[config.mk]
export PLATFORM = sky130hd
export DESIGN_NAME = src_resolve
export DESIGN_NICKNAME = d
export VERILOG_FILES = /design/src/rtl/src_resolve_pkg.sv /design/src/rtl/src_decode.sv /design/src/rtl/src_fetch.sv /design/src/rtl/src_resolve.sv
export SDC_FILE = /design/constraint.sdc
export NUM_CORES = 1
export LEC_CHECK = 0
export ABC_AREA = 1
export CORE_ASPECT_RATIO = 1.1
export CORE_MARGIN = 5
export CORE_UTILIZATION = 55
export CTS_BUF_LIST = sky130_fd_sc_hd__clkbuf_8
export DETAILED_ROUTE_END_ITERATION = 6
export DONT_BUFFER_PORTS = 1
export PLACE_DENSITY = 0.7
export RECOVER_POWER = 25
export REMOVE_ABC_BUFFERS = 1
export SLEW_MARGIN = 20
export SYNTH_ARGS = -nofsm -noshare
export SYNTH_HDL_FRONTEND = slang
export SYNTH_SLANG_ARGS = --single-unit
[constraint.sdc]
create_clock -name clk -period 4.3 [get_ports clk]
set_clock_uncertainty 0.15 [all_clocks]
set_input_delay 0.43 -clock clk [delete_from_list [all_inputs] [get_ports clk]]
set_output_delay 0.43 -clock clk [all_outputs]
set_load 0.1 [all_outputs]
[src/rtl/src_resolve_pkg.sv]
package src_resolve_pkg;

   typedef enum logic [1:0] {
      SRC_REG   = 2'd0,
      SRC_MEM   = 2'd1,
      SRC_CONST = 2'd2
   } src_kind_e;

   typedef enum logic [1:0] {
      AM_REG = 2'd0,
      AM_IDX = 2'd1,
      AM_IND = 2'd2,
      AM_INC = 2'd3
   } am_e;

endpackage

[src/rtl/src_decode.sv]
module src_decode
   import src_resolve_pkg::*;
#(
   parameter int DATA_W = 16,
   parameter int RIDX_W = 4,
   parameter int SP_IDX = 1,
   parameter int SR_IDX = 2,
   parameter int CG_IDX = 3
) (
   input  logic [1:0]        mode_i,
   input  logic [RIDX_W-1:0] ridx_i,
   input  logic [DATA_W-1:0] reg_val_i,
   input  logic              byte_i,
   input  logic [DATA_W-1:0] ext_i,
   output src_kind_e         kind_o,
   output logic [DATA_W-1:0] addr_o,
   output logic [DATA_W-1:0] value_o,
   output logic [1:0]        step_o,
   output logic              wb_en_o,
   output logic [DATA_W-1:0] wb_val_o
);

   localparam logic [RIDX_W-1:0] SP_R = RIDX_W'(SP_IDX);
   localparam logic [RIDX_W-1:0] SR_R = RIDX_W'(SR_IDX);
   localparam logic [RIDX_W-1:0] CG_R = RIDX_W'(CG_IDX);

   logic is_sp, is_sr, is_cg;

   assign is_sp = (ridx_i == SP_R);
   assign is_sr = (ridx_i == SR_R);
   assign is_cg = (ridx_i == CG_R);

   // step: byte -> 1 except on the stack pointer
   assign step_o   = (byte_i && !is_sp) ? 2'd1 : 2'd2;
   assign wb_val_o = reg_val_i + {{(DATA_W-2){1'b0}}, step_o};

   always_comb begin
      kind_o  = SRC_REG;
      addr_o  = reg_val_i;
      value_o = reg_val_i;
      wb_en_o = 1'b0;
      if (is_cg) begin
         kind_o = SRC_CONST;
         unique case (am_e'(mode_i))
            AM_REG:  value_o = '0;
            AM_IDX:  value_o = DATA_W'(1);
            AM_IND:  value_o = DATA_W'(2);
            default: value_o = '1;
         endcase
      end else if (is_sr && mode_i[1]) begin
         kind_o  = SRC_CONST;
         value_o = mode_i[0] ? DATA_W'(8) : DATA_W'(4);
      end else begin
         unique case (am_e'(mode_i))
            AM_REG: kind_o = SRC_REG;
            AM_IDX: begin
               kind_o = SRC_MEM;
               addr_o = is_sr ? ext_i : (reg_val_i + ext_i);
            end
            AM_IND: kind_o = SRC_MEM;
            default: begin
               kind_o  = SRC_MEM;
               wb_en_o = 1'b1;
            end
         endcase
      end
   end

endmodule

[src/rtl/src_fetch.sv]
module src_fetch
   import src_resolve_pkg::*;
#(
   parameter int DATA_W = 16,
   parameter int BYTE_W = 8
) (
   input  logic              clk,
   input  logic              rst_n,
   input  logic              start_i,
   input  src_kind_e         dec_kind_i,
   input  logic [DATA_W-1:0] dec_addr_i,
   input  logic [DATA_W-1:0] dec_value_i,
   input  logic [1:0]        dec_step_i,
   input  logic              dec_wb_en_i,
   input  logic [DATA_W-1:0] dec_wb_val_i,
   input  logic              byte_i,
   input  logic              mem_ack_i,
   input  logic [DATA_W-1:0] mem_rdata_i,
   output logic              mem_req_o,
   output logic [DATA_W-1:0] mem_addr_o,
   output logic              busy_o,
   output logic              done_o,
   output logic [1:0]        kind_o,
   output logic [DATA_W-1:0] operand_o,
   output logic [1:0]        step_o,
   output logic              wb_en_o,
   output logic [DATA_W-1:0] wb_val_o
);

   typedef enum logic {ST_IDLE, ST_FETCH} st_e;

   st_e               state_q;
   logic              done_q, wb_q, byte_q;
   logic [1:0]        kind_q, step_q;
   logic [DATA_W-1:0] addr_q, oper_q, wbv_q, rd_fmt;

   generate
      if (DATA_W > BYTE_W) begin : g_zext
         assign rd_fmt = byte_q ? {{(DATA_W-BYTE_W){1'b0}}, mem_rdata_i[BYTE_W-1:0]}
                                : mem_rdata_i;
      end else begin : g_pass
         assign rd_fmt = mem_rdata_i;
      end
   endgenerate

   always_ff @(posedge clk) begin
      if (!rst_n) begin
         state_q <= ST_IDLE;
         done_q  <= 1'b0;
         wb_q    <= 1'b0;
         byte_q  <= 1'b0;
         kind_q  <= SRC_REG;
         step_q  <= 2'd0;
         addr_q  <= '0;
         oper_q  <= '0;
         wbv_q   <= '0;
      end else begin
         done_q <= 1'b0;
         unique case (state_q)
            ST_IDLE: if (start_i) begin
               kind_q <= dec_kind_i;
               step_q <= dec_step_i;
               wb_q   <= dec_wb_en_i;
               wbv_q  <= dec_wb_val_i;
               byte_q <= byte_i;
               if (dec_kind_i == SRC_MEM) begin
                  addr_q  <= dec_addr_i;
                  state_q <= ST_FETCH;
               end else begin
                  oper_q <= dec_value_i;
                  done_q <= 1'b1;
               end
            end
            default: if (mem_ack_i) begin
               oper_q  <= rd_fmt;
               done_q  <= 1'b1;
               state_q <= ST_IDLE;
            end
         endcase
      end
   end

   assign mem_req_o  = (state_q == ST_FETCH);
   assign busy_o     = (state_q == ST_FETCH);
   assign mem_addr_o = addr_q;
   assign done_o     = done_q;
   assign kind_o     = kind_q;
   assign operand_o  = oper_q;
   assign step_o     = step_q;
   assign wb_en_o    = done_q & wb_q;
   assign wb_val_o   = wbv_q;

endmodule

[src/rtl/src_resolve.sv]
module src_resolve
   import src_resolve_pkg::*;
#(
   parameter int DATA_W = 16,
   parameter int RIDX_W = 4,
   parameter int BYTE_W = 8,
   parameter int SP_IDX = 1,
   parameter int SR_IDX = 2,
   parameter int CG_IDX = 3
) (
   input  logic              clk,
   input  logic              rst_n,
   input  logic              start_i,
   input  logic [1:0]        mode_i,
   input  logic [RIDX_W-1:0] sreg_i,
   input  logic [DATA_W-1:0] reg_val_i,
   input  logic              byte_i,
   input  logic [DATA_W-1:0] ext_i,
   output logic              mem_req_o,
   output logic [DATA_W-1:0] mem_addr_o,
   input  logic              mem_ack_i,
   input  logic [DATA_W-1:0] mem_rdata_i,
   output logic              busy_o,
   output logic              done_o,
   output logic [1:0]        kind_o,
   output logic [DATA_W-1:0] operand_o,
   output logic [1:0]        step_o,
   output logic              wb_en_o,
   output logic [DATA_W-1:0] wb_val_o
);

   localparam int NREGS = 1 << RIDX_W;

   generate
      if (DATA_W < BYTE_W || DATA_W < 4) begin : g_bad_width
         $error("src_resolve: DATA_W too small");
      end
      if (SP_IDX >= NREGS || SR_IDX >= NREGS || CG_IDX >= NREGS) begin : g_bad_idx
         $error("src_resolve: register index out of range");
      end
      if (SR_IDX == CG_IDX) begin : g_bad_alias
         $error("src_resolve: status and constant register must differ");
      end
   endgenerate

   src_kind_e         d_kind;
   logic [DATA_W-1:0] d_addr, d_value, d_wbv;
   logic [1:0]        d_step;
   logic              d_wb;

   src_decode #(
      .DATA_W(DATA_W), .RIDX_W(RIDX_W),
      .SP_IDX(SP_IDX), .SR_IDX(SR_IDX), .CG_IDX(CG_IDX)
   ) u_dec (
      .mode_i   (mode_i),
      .ridx_i   (sreg_i),
      .reg_val_i(reg_val_i),
      .byte_i   (byte_i),
      .ext_i    (ext_i),
      .kind_o   (d_kind),
      .addr_o   (d_addr),
      .value_o  (d_value),
      .step_o   (d_step),
      .wb_en_o  (d_wb),
      .wb_val_o (d_wbv)
   );

   src_fetch #(.DATA_W(DATA_W), .BYTE_W(BYTE_W)) u_fetch (
      .clk         (clk),
      .rst_n       (rst_n),
      .start_i     (start_i),
      .dec_kind_i  (d_kind),
      .dec_addr_i  (d_addr),
      .dec_value_i (d_value),
      .dec_step_i  (d_step),
      .dec_wb_en_i (d_wb),
      .dec_wb_val_i(d_wbv),
      .byte_i      (byte_i),
      .mem_ack_i   (mem_ack_i),
      .mem_rdata_i (mem_rdata_i),
      .mem_req_o   (mem_req_o),
      .mem_addr_o  (mem_addr_o),
      .busy_o      (busy_o),
      .done_o      (done_o),
      .kind_o      (kind_o),
      .operand_o   (operand_o),
      .step_o      (step_o),
      .wb_en_o     (wb_en_o),
      .wb_val_o    (wb_val_o)
   );

endmodule

Word level (Yosys, flattened, before mapping)
Index checks and enable logic that the tools add are counted.
- logic and storage cells: 58
- flip-flop bits (word level): 56
- input port bits: 59
- mux-type cells: 28
- reduce and logical (&&, ||, !) cells: 9
- bitwise logic cells: 2
- add/sub/neg operators: 2
- equality and inequality tests: 8
- operator list (operator ; number):
    16-bit 2-to-1 mux ; 11
    16-bit one-hot mux with 3 select lines ; 1
    16-bit adder ; 1
    16-bit by 2-bit adder with 16-bit output ; 1
    1-bit 2-to-1 mux ; 12
    4-bit by 2-bit equality test with 1-bit output (second input constant) ; 2
    2-bit 2-to-1 mux ; 3
    3-bit AND reduction ; 2
    2-bit by 1-bit equality test with 1-bit output (second input constant) ; 2
    4-bit by 1-bit equality test with 1-bit output (second input constant) ; 1
    4-bit 2-to-1 mux ; 1
    3-bit OR reduction ; 1
    2-bit equality test (second input constant) ; 1
    1-bit logical AND ; 2
    2-bit zero test ; 1
    2-bit by 1-bit inequality test with 1-bit output (second input constant) ; 1
    2-bit inequality test (second input constant) ; 1
    2-bit AND reduction ; 1
    2-bit nonzero test ; 1
    1-bit bitwise AND ; 1
    1-bit zero test ; 1
    1-bit inverter ; 1

Depth between registers and ports, before layout
Gate-level depths: netlist of run 1.
- depth after elaboration: 8
- mapped depth: 16
- gate-level depth less buffers: 16

Cells and area by module
From an unflattened synthesis of run 1, not the netlist that was laid out.
- cells, all modules: 690
- area total of the unflattened synthesis: 4175.3 sq um
- modules (own cells, without submodules) (module ; times used ; cells an instance ; area an instance (sq um)):
    src_fetch ; 1 ; 338 ; 2363.5
    src_decode ; 1 ; 352 ; 1811.7

Least setup slack after synthesis of run 1
No wires, ideal clock.
- path type: input-to-reg
- from: input port sreg_i[2]
- to: register u_fetch.wbv_q[12] (netlist: u_fetch.wb_val_o[12])
- data arrival time: 2.221 ns
- slack: 1.873 ns
- setup time: 0.056 ns
- required time: 4.094 ns
- stages on the path: 14
- path through: inv_1 nand2_1 o31ai_1 inv_1 fa_1 nor2_1 nand2_1 nor2_1 nand3_1 nor2_1 a21oi_1 o21ai_0 nand2_1 inv_1
- longest elaborated chain between the ends: 5
- ends and longest elaborated chain (what ; line ; source):
    start, declared ; src_resolve.sv:15 ; input logic [RIDX_W-1:0] sreg_i,
    4-bit by 1-bit equality test with 1-bit output ; src_decode.sv:29 ; assign is_sp = (ridx_i == SP_R);
    1-bit zero test ; src_decode.sv:34 ; assign step_o = (byte_i && !is_sp) ? 2'd1 : 2'd2;
    1-bit logical AND ; src_decode.sv:34 ;
    2-bit 2-to-1 mux ; src_decode.sv:34 ;
    via d_step[1] ; src_resolve.sv:48 ; logic [1:0] d_step;
    16-bit by 2-bit adder with 16-bit output ; src_decode.sv:35 ; assign wb_val_o = reg_val_i + {{(DATA_W-2){1'b0}}, step_o};
    end signal, assigned ; src_fetch.sv:64 ; wbv_q <= dec_wb_val_i;
    end, declared ; src_fetch.sv:35 ; logic [DATA_W-1:0] addr_q, oper_q, wbv_q, rd_fmt;
The timed path passes the listed nets, and every way through them passes these cells.
A chain may end at the register's enable or synchronous reset.

Final worst setup path of run 1
- from: register u_fetch.state_q (netlist: u_fetch.busy_o)
- to: register u_fetch.oper_q[7] (netlist: u_fetch.operand_o[7])
- longest elaborated chain between the ends: 2
- ends and longest elaborated chain (what ; line ; source):
    start, declared ; src_fetch.sv:32 ; st_e state_q;
    start signal, assigned ; src_fetch.sv:48 ; state_q <= ST_IDLE;
    start signal, assigned ; src_fetch.sv:68 ; state_q <= ST_FETCH;
    start signal, assigned ; src_fetch.sv:77 ; state_q <= ST_IDLE;
    2-bit by 1-bit inequality test with 1-bit output (no source line), or another cell as far along ; -- ;
    3-bit AND reduction (no source line) ; -- ;
    end signal, assigned ; src_fetch.sv:70 ; oper_q <= dec_value_i;
    end signal, assigned ; src_fetch.sv:75 ; oper_q <= rd_fmt;
    end, declared ; src_fetch.sv:35 ;
Several ways; a longest one is shown, not always the timed one.

==> impl_metrics.ini, run 1 <==
[critical_path]
path_buf_inv = 2
slowest_stage = clkbuf_1
worst-setup-path-type = reg -> reg
worstReg2RegStart = u_fetch.busy_o
worstRegToRegCells = 6
arrival_ns = 3.38
path_delay_family = buffers and inverters
worstPathCellList = clkbuf_1 -> nand2_1 -> inv_1 -> nor2_8 -> nand2_1 -> o21ai_2
worstPathMaxFanout = 16
r2r-end = u_fetch.operand_o[7]
ff2ff_setup_slack_ns = 0.98
cp-start-kind = flip-flop
crit_required_ns = 4.36
cp-end-kind = flip-flop
worst_path_most_repeated_cell = nand2_1
critPathMaxStageDelay_ns = 1.89

[placement]
io_buffers = 0
placed_cells = 697
hpwl_um = 8560
gp_congestion = 0.893

[detailed_routing]
wl_per_cell_um = 15.5
first_iter_violations = 224
dr.pass1.iters = 5
drtAntennaViolNets = 0
vias = 3863
avgViaCountPerCell = 5.48
drc_errors = 0
wirelength_um = 11000

[die]
coreArea_sq_um = 7050
die_h_um = 99.3
fp.dieW_um = 91.2
initial_core_util = 0.566
pin_count = 115
dieArea_sq_um = 9060
fp-row-count = 32

[synthesis]
syn_area_sq_um = 3990
synthesis.instances = 631
synth_top_cells_by_area = dfxtp_1 (28%), nand2_1 (14%), inv_1 (8.6%)
seq_area_frac_synth = 0.281
ys_types = 42
synth_seq_cells = 56
ys_warn_count = 0
netlist.area_leader.share = 0.281
avgSynthCellArea_sq_um = 6.33
synth_area_leader_cell = dfxtp_1

[timing]
period_minus_slack_ns = 3.32
worstMarginPinSlew_ns = 2.66
setup_tns_ns = 0
clock.fmax_ghz = 0.301
finalCritPeriodShare = 0.773
maxSlewViolCount = 10
rsz0062_at_grt = no
hold_viol = 0
finalSetupViolCount = 0
relSlewSlack = -0.773

[final_layout]
drive_above_1_share = 0.0532
nFillCells = 751
nNetsFinal = 697
seq_area_sq_um = 1120
layout_common_cells = nand2_1 (152), inv_1 (93), nor2_1 (82), dfxtp_1 (56), o21ai_0 (46)
mostFrequentLayoutCell = nand2_1
multi_input_area_sq_um = 2370
antennaDiodeCount = 0
stdcell_count = 705
syn_to_final_growth_pct = 2.10

[grt]
antenna_found_initial = 0
grt_pass1_vias = 3740
gr-usage-all-layers = 0.242
grt_max_degree = 32
grt_pass1_wl_um = 18200
grt_overflow = 0

[job]
drv_cap = 1

[status]
status = finished with violations
violations = max-capacitance violations, max-slew violations

[pwr]
p_per_area_nw_per_um2 = 368
power_mw = 1.50
power.leakage_nw = 2.12
vdd_drop_max_mv = 0.283

[clock_tree]
clock-sinks = 56
cts_buffer_depth = 2
cts_hold_buf = 0
cts.clk_slew.worst_paths_ns = 0.10
cts_tree = done
cts-root-buf = clkbuf_8
insertion_delay_ns = 0.30
htree_levels = 2
cts_setup_buffers = 0
post_cts_resized = 0
cts_inserted_buffers = 5

[hold_path]
hold_depth = 2
min_path_type = in -> reg
min_to = u_fetch.mem_addr_o[9]
hp-start = rst_n
-- area by class of cell --
cell class / count / area share
repair buffers: 2 / 0.00276
inverters: 99 / 0.0918
clock buffers: 6 / 0.0203
multi-input cells: 455 / 0.581
clock inverters: 2 / 0.00276
flip-flops and latches: 56 / 0.275
well taps: 85 / 0.0261
-- logic make-up after synthesis --
family          Yosys count  synth area share
flops                    56             0.281
compound gates          125             0.176
xor+xnor                 12            0.0263
buf+inv                 120             0.126
fa+ha+maj                19            0.0633
simple gates            299             0.328
-- registers in the layout, indices dropped and copies added, names as in the netlist --
signal and count:
u_fetch.byte_q 1, u_fetch.wb_val_o 16, u_fetch.busy_o 1, u_fetch.step_o 2
u_fetch.wb_q 1, u_fetch.operand_o 16, u_fetch.mem_addr_o 16, u_fetch.kind_o 2
u_fetch.done_o 1
-- synth_stat cells (all sizes together) --
cell and count:
nand2 158, ha 17, o21a 4, nand3 39, or2 2, dfxtp 56, fa 2, o21ai 58
inv 98, o22ai 10, nor2 87, clkbuf 4, buf 17, o211ai 8, xor2 10, o221ai 1
a31oi 1, a211oi 1, clkinv 1, nand3b 2, o21bai 1, nand4 5, a21oi 39, xnor2 2
o31ai 1, a21o 1, nor3 6
-- stage by stage --
stage           util  area, sq um  hold WS [ns]  setup WS, ns
5_1_grt        0.578         4080        0.0848         0.830
2_1_floorplan      -         3860         0.291         0.678
6_report       0.578         4080        0.0942         0.977
3_3_place_gp   0.566         3990         0.313          1.70
3_5_place_dp   0.566         3990         0.316          1.52
4_1_cts        0.579         4080        0.0794          1.69
-- worst max path at each step --
| stage | from | cells after the start | to |
|---|---|---|---|
| CTS | u_fetch.done_o | 2 | wb_en_o |
| finish | u_fetch.busy_o | 6 | u_fetch.operand_o[7] |
| global route | u_fetch.busy_o | 6 | u_fetch.operand_o[5] |
| floorplan | u_fetch.busy_o | 9 | u_fetch.operand_o[10] |
| global placement | sreg_i[2] | 14 | u_fetch.wb_val_o[12] |
| detailed placement | sreg_i[2] | 14 | u_fetch.wb_val_o[12] |
-- layer usage --
layer	wire length (um)	part of all wire	GRT usage	vias to the layer above
met5	0	0	0	-
met2	5260	0.48	0.420	118
met4	249	0.023	0.0847	0
met3	834	0.076	0.0545	17
met1	4610	0.42	0.294	1739
li1	-	-	-	1989
-- where the power goes --
| group | internal, mW | switching [mW] | total (mW) |
|---|---|---|---|
| clock | 0.129 | 0.176 | 0.305 |
| combinational | 0.110 | 0.198 | 0.307 |
| sequential | 0.561 | 0.327 | 0.887 |
Note: power is estimated with default switching activity, not from simulation.
==> run 2: changes to the inputs <==
clock period = 3.2 ns   (was 4.3 ns; I/O delays follow)
==> run 2 against run 1 <==
Net effect: the flow now finishes without violations; global-route usage decreased by 0.29 points; clock power increased by 35%; largest cell class unchanged; die area unchanged.
==> impl_metrics.ini, run 2 (synthesis gave the netlist of run 1 again) <==
[status]
status = completed

[die]
fp-row-count = 32
die_h_um = 99.3
dieArea_sq_um = 9060
fp.dieW_um = 91.2
pin_count = 115
coreArea_sq_um = 7050
initial_core_util = 0.566

[critical_path]
worst-setup-path-type = reg -> out
r2r-end = u_fetch.operand_o[2]
ff2ff_setup_slack_ns = 0.99
worstReg2RegStart = u_fetch.busy_o
arrival_ns = 2.26
cp-start-kind = flip-flop
cp-end-kind = output port
worstRegToRegCells = 6
worstPathMaxFanout = 2
crit_required_ns = 2.73

[job]
drv_cap = 0

[timing]
hold_viol = 0
worstMarginPinSlew_ns = 1.24
finalCritPeriodShare = 0.852
rsz0062_at_grt = no
period_minus_slack_ns = 2.73
maxSlewViolCount = 0
finalWorstSetupSlack_ns = 0.472
finalSetupViolCount = 0
relSlewSlack = 0.176
clock.fmax_ghz = 0.367

[clock_tree]
cts-root-buf = clkbuf_8
insertion_delay_ns = 0.31
cts_setup_buffers = 0
cts_buffer_depth = 2
clock-sinks = 56
cts_inserted_buffers = 5
post_cts_resized = 0
htree_levels = 2
cts.clk_slew.worst_paths_ns = 0.10
cts_hold_buf = 3
cts_tree = done

[hold_path]
min_to = u_fetch.wb_val_o[15]
min_path_type = in -> reg
hp-start = rst_n
hold_depth = 2

[grt]
grt_pass1_vias = 3679
antenna_found_initial = 0
grt_max_degree = 29
grt_pass1_wl_um = 17900
gr-usage-all-layers = 0.239
grt_overflow = 0

[detailed_routing]
wirelength_um = 11000
drc_errors = 0
dr.pass1.iters = 5
wl_per_cell_um = 15.4
vias = 3838
drtAntennaViolNets = 0
first_iter_violations = 162
avgViaCountPerCell = 5.38

[placement]
post-place-ws_ns = 0.569
gp_congestion = 0.918
io_buffers = 0
hpwl_um = 8430

[final_layout]
mostFrequentLayoutCell = nand2_1
layout_common_cells = nand2_1 (152), inv_1 (92), nor2_1 (83), dfxtp_1 (56), o21ai_0 (46)
nNetsFinal = 705
finish.utilization = 0.585
antennaDiodeCount = 0
drive_above_1_share = 0.0557
syn_to_final_growth_pct = 3.20

[pwr]
power_mw = 2.03
p_per_area_nw_per_um2 = 492
vdd_drop_max_mv = 0.314
power.leakage_nw = 2.15
==> run 2: changes by cell type in the layout (fill, tap and decap cells not counted), sizes merged <==
| cell | before | now |
|---|---|---|
| buf | 1 | 3 |
| dlygate4sd3 | 0 | 4 |
| clkbuf | 7 | 9 |
==> run 2: power by group <==
part / switching [mW] / internal, mW / total, mW
Clock: 0.239 / 0.174 / 0.413
Combinational: 0.281 / 0.154 / 0.434
Sequential: 0.425 / 0.753 / 1.18
Total: 0.945 / 1.08 / 2.03
==> run 2: stage by stage <==
stage	TNS (ns)	area, sq um	std cells	hold slack, ns
floorplan	-10.92	3860	610	0.288
global placement	0	4020	701	0.299
detailed placement	0	4020	701	0.301
CTS	0	4140	712	0.00202
global route	0	4120	713	0.00200
finish	0	4120	713	0.00819
==> run 2: worst max-delay path by stage <==
| stage | startpoint | end | slack [ns] | cells after the start |
|---|---|---|---|---|
| after floorplan | u_fetch.busy_o | u_fetch.operand_o[10] | -0.42 | 9 |
| after global placement | sreg_i[2] | u_fetch.wb_val_o[12] | 0.70 | 14 |
| after detailed placement | sreg_i[2] | u_fetch.wb_val_o[12] | 0.57 | 14 |
| after CTS | sreg_i[2] | u_fetch.wb_val_o[12] | 0.89 | 14 |
| after global routing | u_fetch.done_o | wb_en_o | 0.35 | 3 |
| final | u_fetch.done_o | wb_en_o | 0.47 | 3 |
==> run 2: routing by layer <==
metal | global-route usage | vias up | part of all wire
met3 | 0.0560 | 15 | 0.086
met5 | 0 | - | 0
li1 | - | 2005 | -
met2 | 0.425 | 124 | 0.48
met1 | 0.287 | 1694 | 0.41
met4 | 0.0688 | 0 | 0.023
==> run 2: cell type report <==
class,count,area (sq um)
inverter,99,374
sequential,56,1120
clock inverter,2,11.3
fill,753,2930
timing repair buffer,10,75.1
tap,85,106
clock buffer,6,82.6
multi-input combinational,455,2350
==> run 2: critical path: stages, from the launching register on <==
cell      delay [ns]
dfxtp_1         0.32
clkbuf_1        0.88
nand2_1         0.11
inv_1           0.64
==> run 3: changes to the inputs <==
==> constraint.sdc (replaced) <==
create_clock -name clk -period 3.2 [get_ports clk]
set_clock_uncertainty 0.15 [all_clocks]
set_input_delay 0.16 -clock clk [delete_from_list [all_inputs] [get_ports clk]]
set_output_delay 0.16 -clock clk [all_outputs]
set_load 0.1 [all_outputs]
==> run 3 against run 2 <==
Net effect: the run now ends with negative hold slack left; sequential share of layout area down 3.2 points; worst setup slack better by 0.16 ns; flip-flop and latch count stayed put; total power up 6.3%; combinational power rose by 50%; clock power grew 11%; first-iteration DRC count rose by 94%; largest cell class unchanged; highest routed layer unchanged.
==> impl_metrics.ini, run 3 (synthesis gave the netlist of run 1 again) <==
[critical_path]
slowest_stage = clkbuf_1
worstPathCellList = clkbuf_1 -> nand2_1 -> inv_1
critPathMaxStageDelay_ns = 0.88
ff2ff_setup_slack_ns = 0.72
cp-end-kind = output port
path_buf_inv = 2
worstRegToRegCells = 5
r2r-end = u_fetch.operand_o[10]
cp.depth = 3
worst-setup-path-type = reg -> out
path_delay_family = buffers and inverters
cp-start-kind = flip-flop
crit_required_ns = 2.89
worstReg2RegStart = u_fetch.busy_o
arrival_ns = 2.26
worstPathMaxFanout = 2

[final_layout]
mostFrequentLayoutCell = nand2_1
syn_to_final_growth_pct = 16.9
layout_common_cells = nand2_1 (152), inv_1 (91), nor2_1 (82), dfxtp_1 (56), dlygate4sd3_1 (48)
drive_above_1_share = 0.0539
stdcell_count = 772
antennaDiodeCount = 0
fin_area_sq_um = 4660
nNetsFinal = 766

[pwr]
pwr-share-clk = 0.213
seqPwrFrac = 0.484
p_comb_frac = 0.303
p_int_mw = 1.18
power.leakage_nw = 2.37
p_sw_frac = 0.451
p_per_area_nw_per_um2 = 462
p_switching_mw = 0.972
power_mw = 2.15
vdd_drop_max_mv = 0.278

[grt]
grt_pass1_vias = 4143
use_met2 = 0.489
grt_max_degree = 32
grt_overflow = 0
top_usage_layer = met2
grt_pass1_wl_um = 20200
grt.met3_usage = 0.0575
use_met1 = 0.318
gr-usage-all-layers = 0.270
antenna_found_initial = 0

[timing]
whs_ns = -0.00137
rsz0062_at_grt = no
worstMarginPinSlew_ns = 1.31
finalSetupViolCount = 0
maxSlewViolCount = 0
finalCritPeriodShare = 0.804
clock.fmax_ghz = 0.389
hold_viol = 1
relSlewSlack = 0.125
finalWorstSetupSlack_ns = 0.628
period_minus_slack_ns = 2.57

[placement]
io_buffers = 0
placed_cells = 717
dpl_cell_area_sq_um = 4140
hpwl_um = 8640
gp_congestion = 0.867
post-place-ws_ns = 0.699

[hold_path]
min_to = u_fetch.operand_o[13]
hold_depth = 4
hp-start = reg_val_i[13]
min_path_type = in -> reg

[job]
drv_cap = 0

[detailed_routing]
first_iter_violations = 315
vias = 4190
wirelength_um = 12100
avgViaCountPerCell = 5.43
drc_errors = 0
dr.pass1.iters = 5
drtAntennaViolNets = 0
wl_per_cell_um = 15.7

[clock_tree]
cts_buffer_depth = 2
htree_levels = 2
cts_tree = done
clock-sinks = 56
insertion_delay_ns = 0.30
cts-root-buf = clkbuf_8
cts.clk_slew.worst_paths_ns = 0.10
cts_inserted_buffers = 5
cts_setup_buffers = 0

[status]
violations = negative hold slack
status = finished with violations

[die]
fp.dieW_um = 91.2
initial_core_util = 0.566
die_h_um = 99.3
dieArea_sq_um = 9060
pin_count = 115
coreArea_sq_um = 7050
fp-row-count = 32
[run 3: worst reg2reg max path: stages (launching register included)]
cell,delay (ns)
dfxtp_1,0.35
clkbuf_2,0.94
o22ai_1,0.22
dlygate4sd3_1,0.63
nand2_1,0.06
nand2_1,0.04
[run 3: power by group through the flow]
stage | clock network (mW) | logic, mW | registers, mW
finish | 0.458 | 0.653 | 1.04
CTS | 0.461 | 0.662 | 1.04
global placement | 0 | 0.585 | 1.06
global route | 0.490 | 0.722 | 1.05
floorplan | 0 | 0.320 | 1.21
detailed placement | 0 | 0.594 | 1.06
[run 3: worst max path at each step]
stage,startpoint,endpoint,slack [ns]
global route,u_fetch.done_o,wb_en_o,0.52
finish,u_fetch.done_o,wb_en_o,0.63
detailed placement,sreg_i[2],u_fetch.wb_val_o[10],0.70
CTS,reg_val_i[0],u_fetch.wb_val_o[12],0.83
global placement,sreg_i[2],u_fetch.wb_val_o[10],0.85
floorplan,u_fetch.busy_o,u_fetch.operand_o[10],-0.42
[run 3: timing repair]
action	CTS	global route
hold buffers	49	0
resized for setup	0	0
hold endpoints to repair	53	0
[run 3: stage by stage]
stage	setup TNS, ns	utilization
6_report	0	0.662
5_1_grt	0	0.662
4_1_cts	0	0.672
3_5_place_dp	0	0.587
3_3_place_gp	0	0.587
2_1_floorplan	-10.92	-
[run 3: layer usage]
metal | vias to the layer above | part of all wire
li1 | 2124 | -
met1 | 1919 | 0.41
met2 | 132 | 0.51
met3 | 15 | 0.067
met4 | 0 | 0.015
met5 | - | 0
[run 3: area by class of cell]
class / count / area (sq um)
clock buffers: 5 / 68.8
multi-input cells: 455 / 2370
inverters: 99 / 374
flip-flops and latches: 56 / 1120
fillers: 649 / 2380
clock inverters: 1 / 30.0
well taps: 85 / 106
repair buffers: 71 / 596
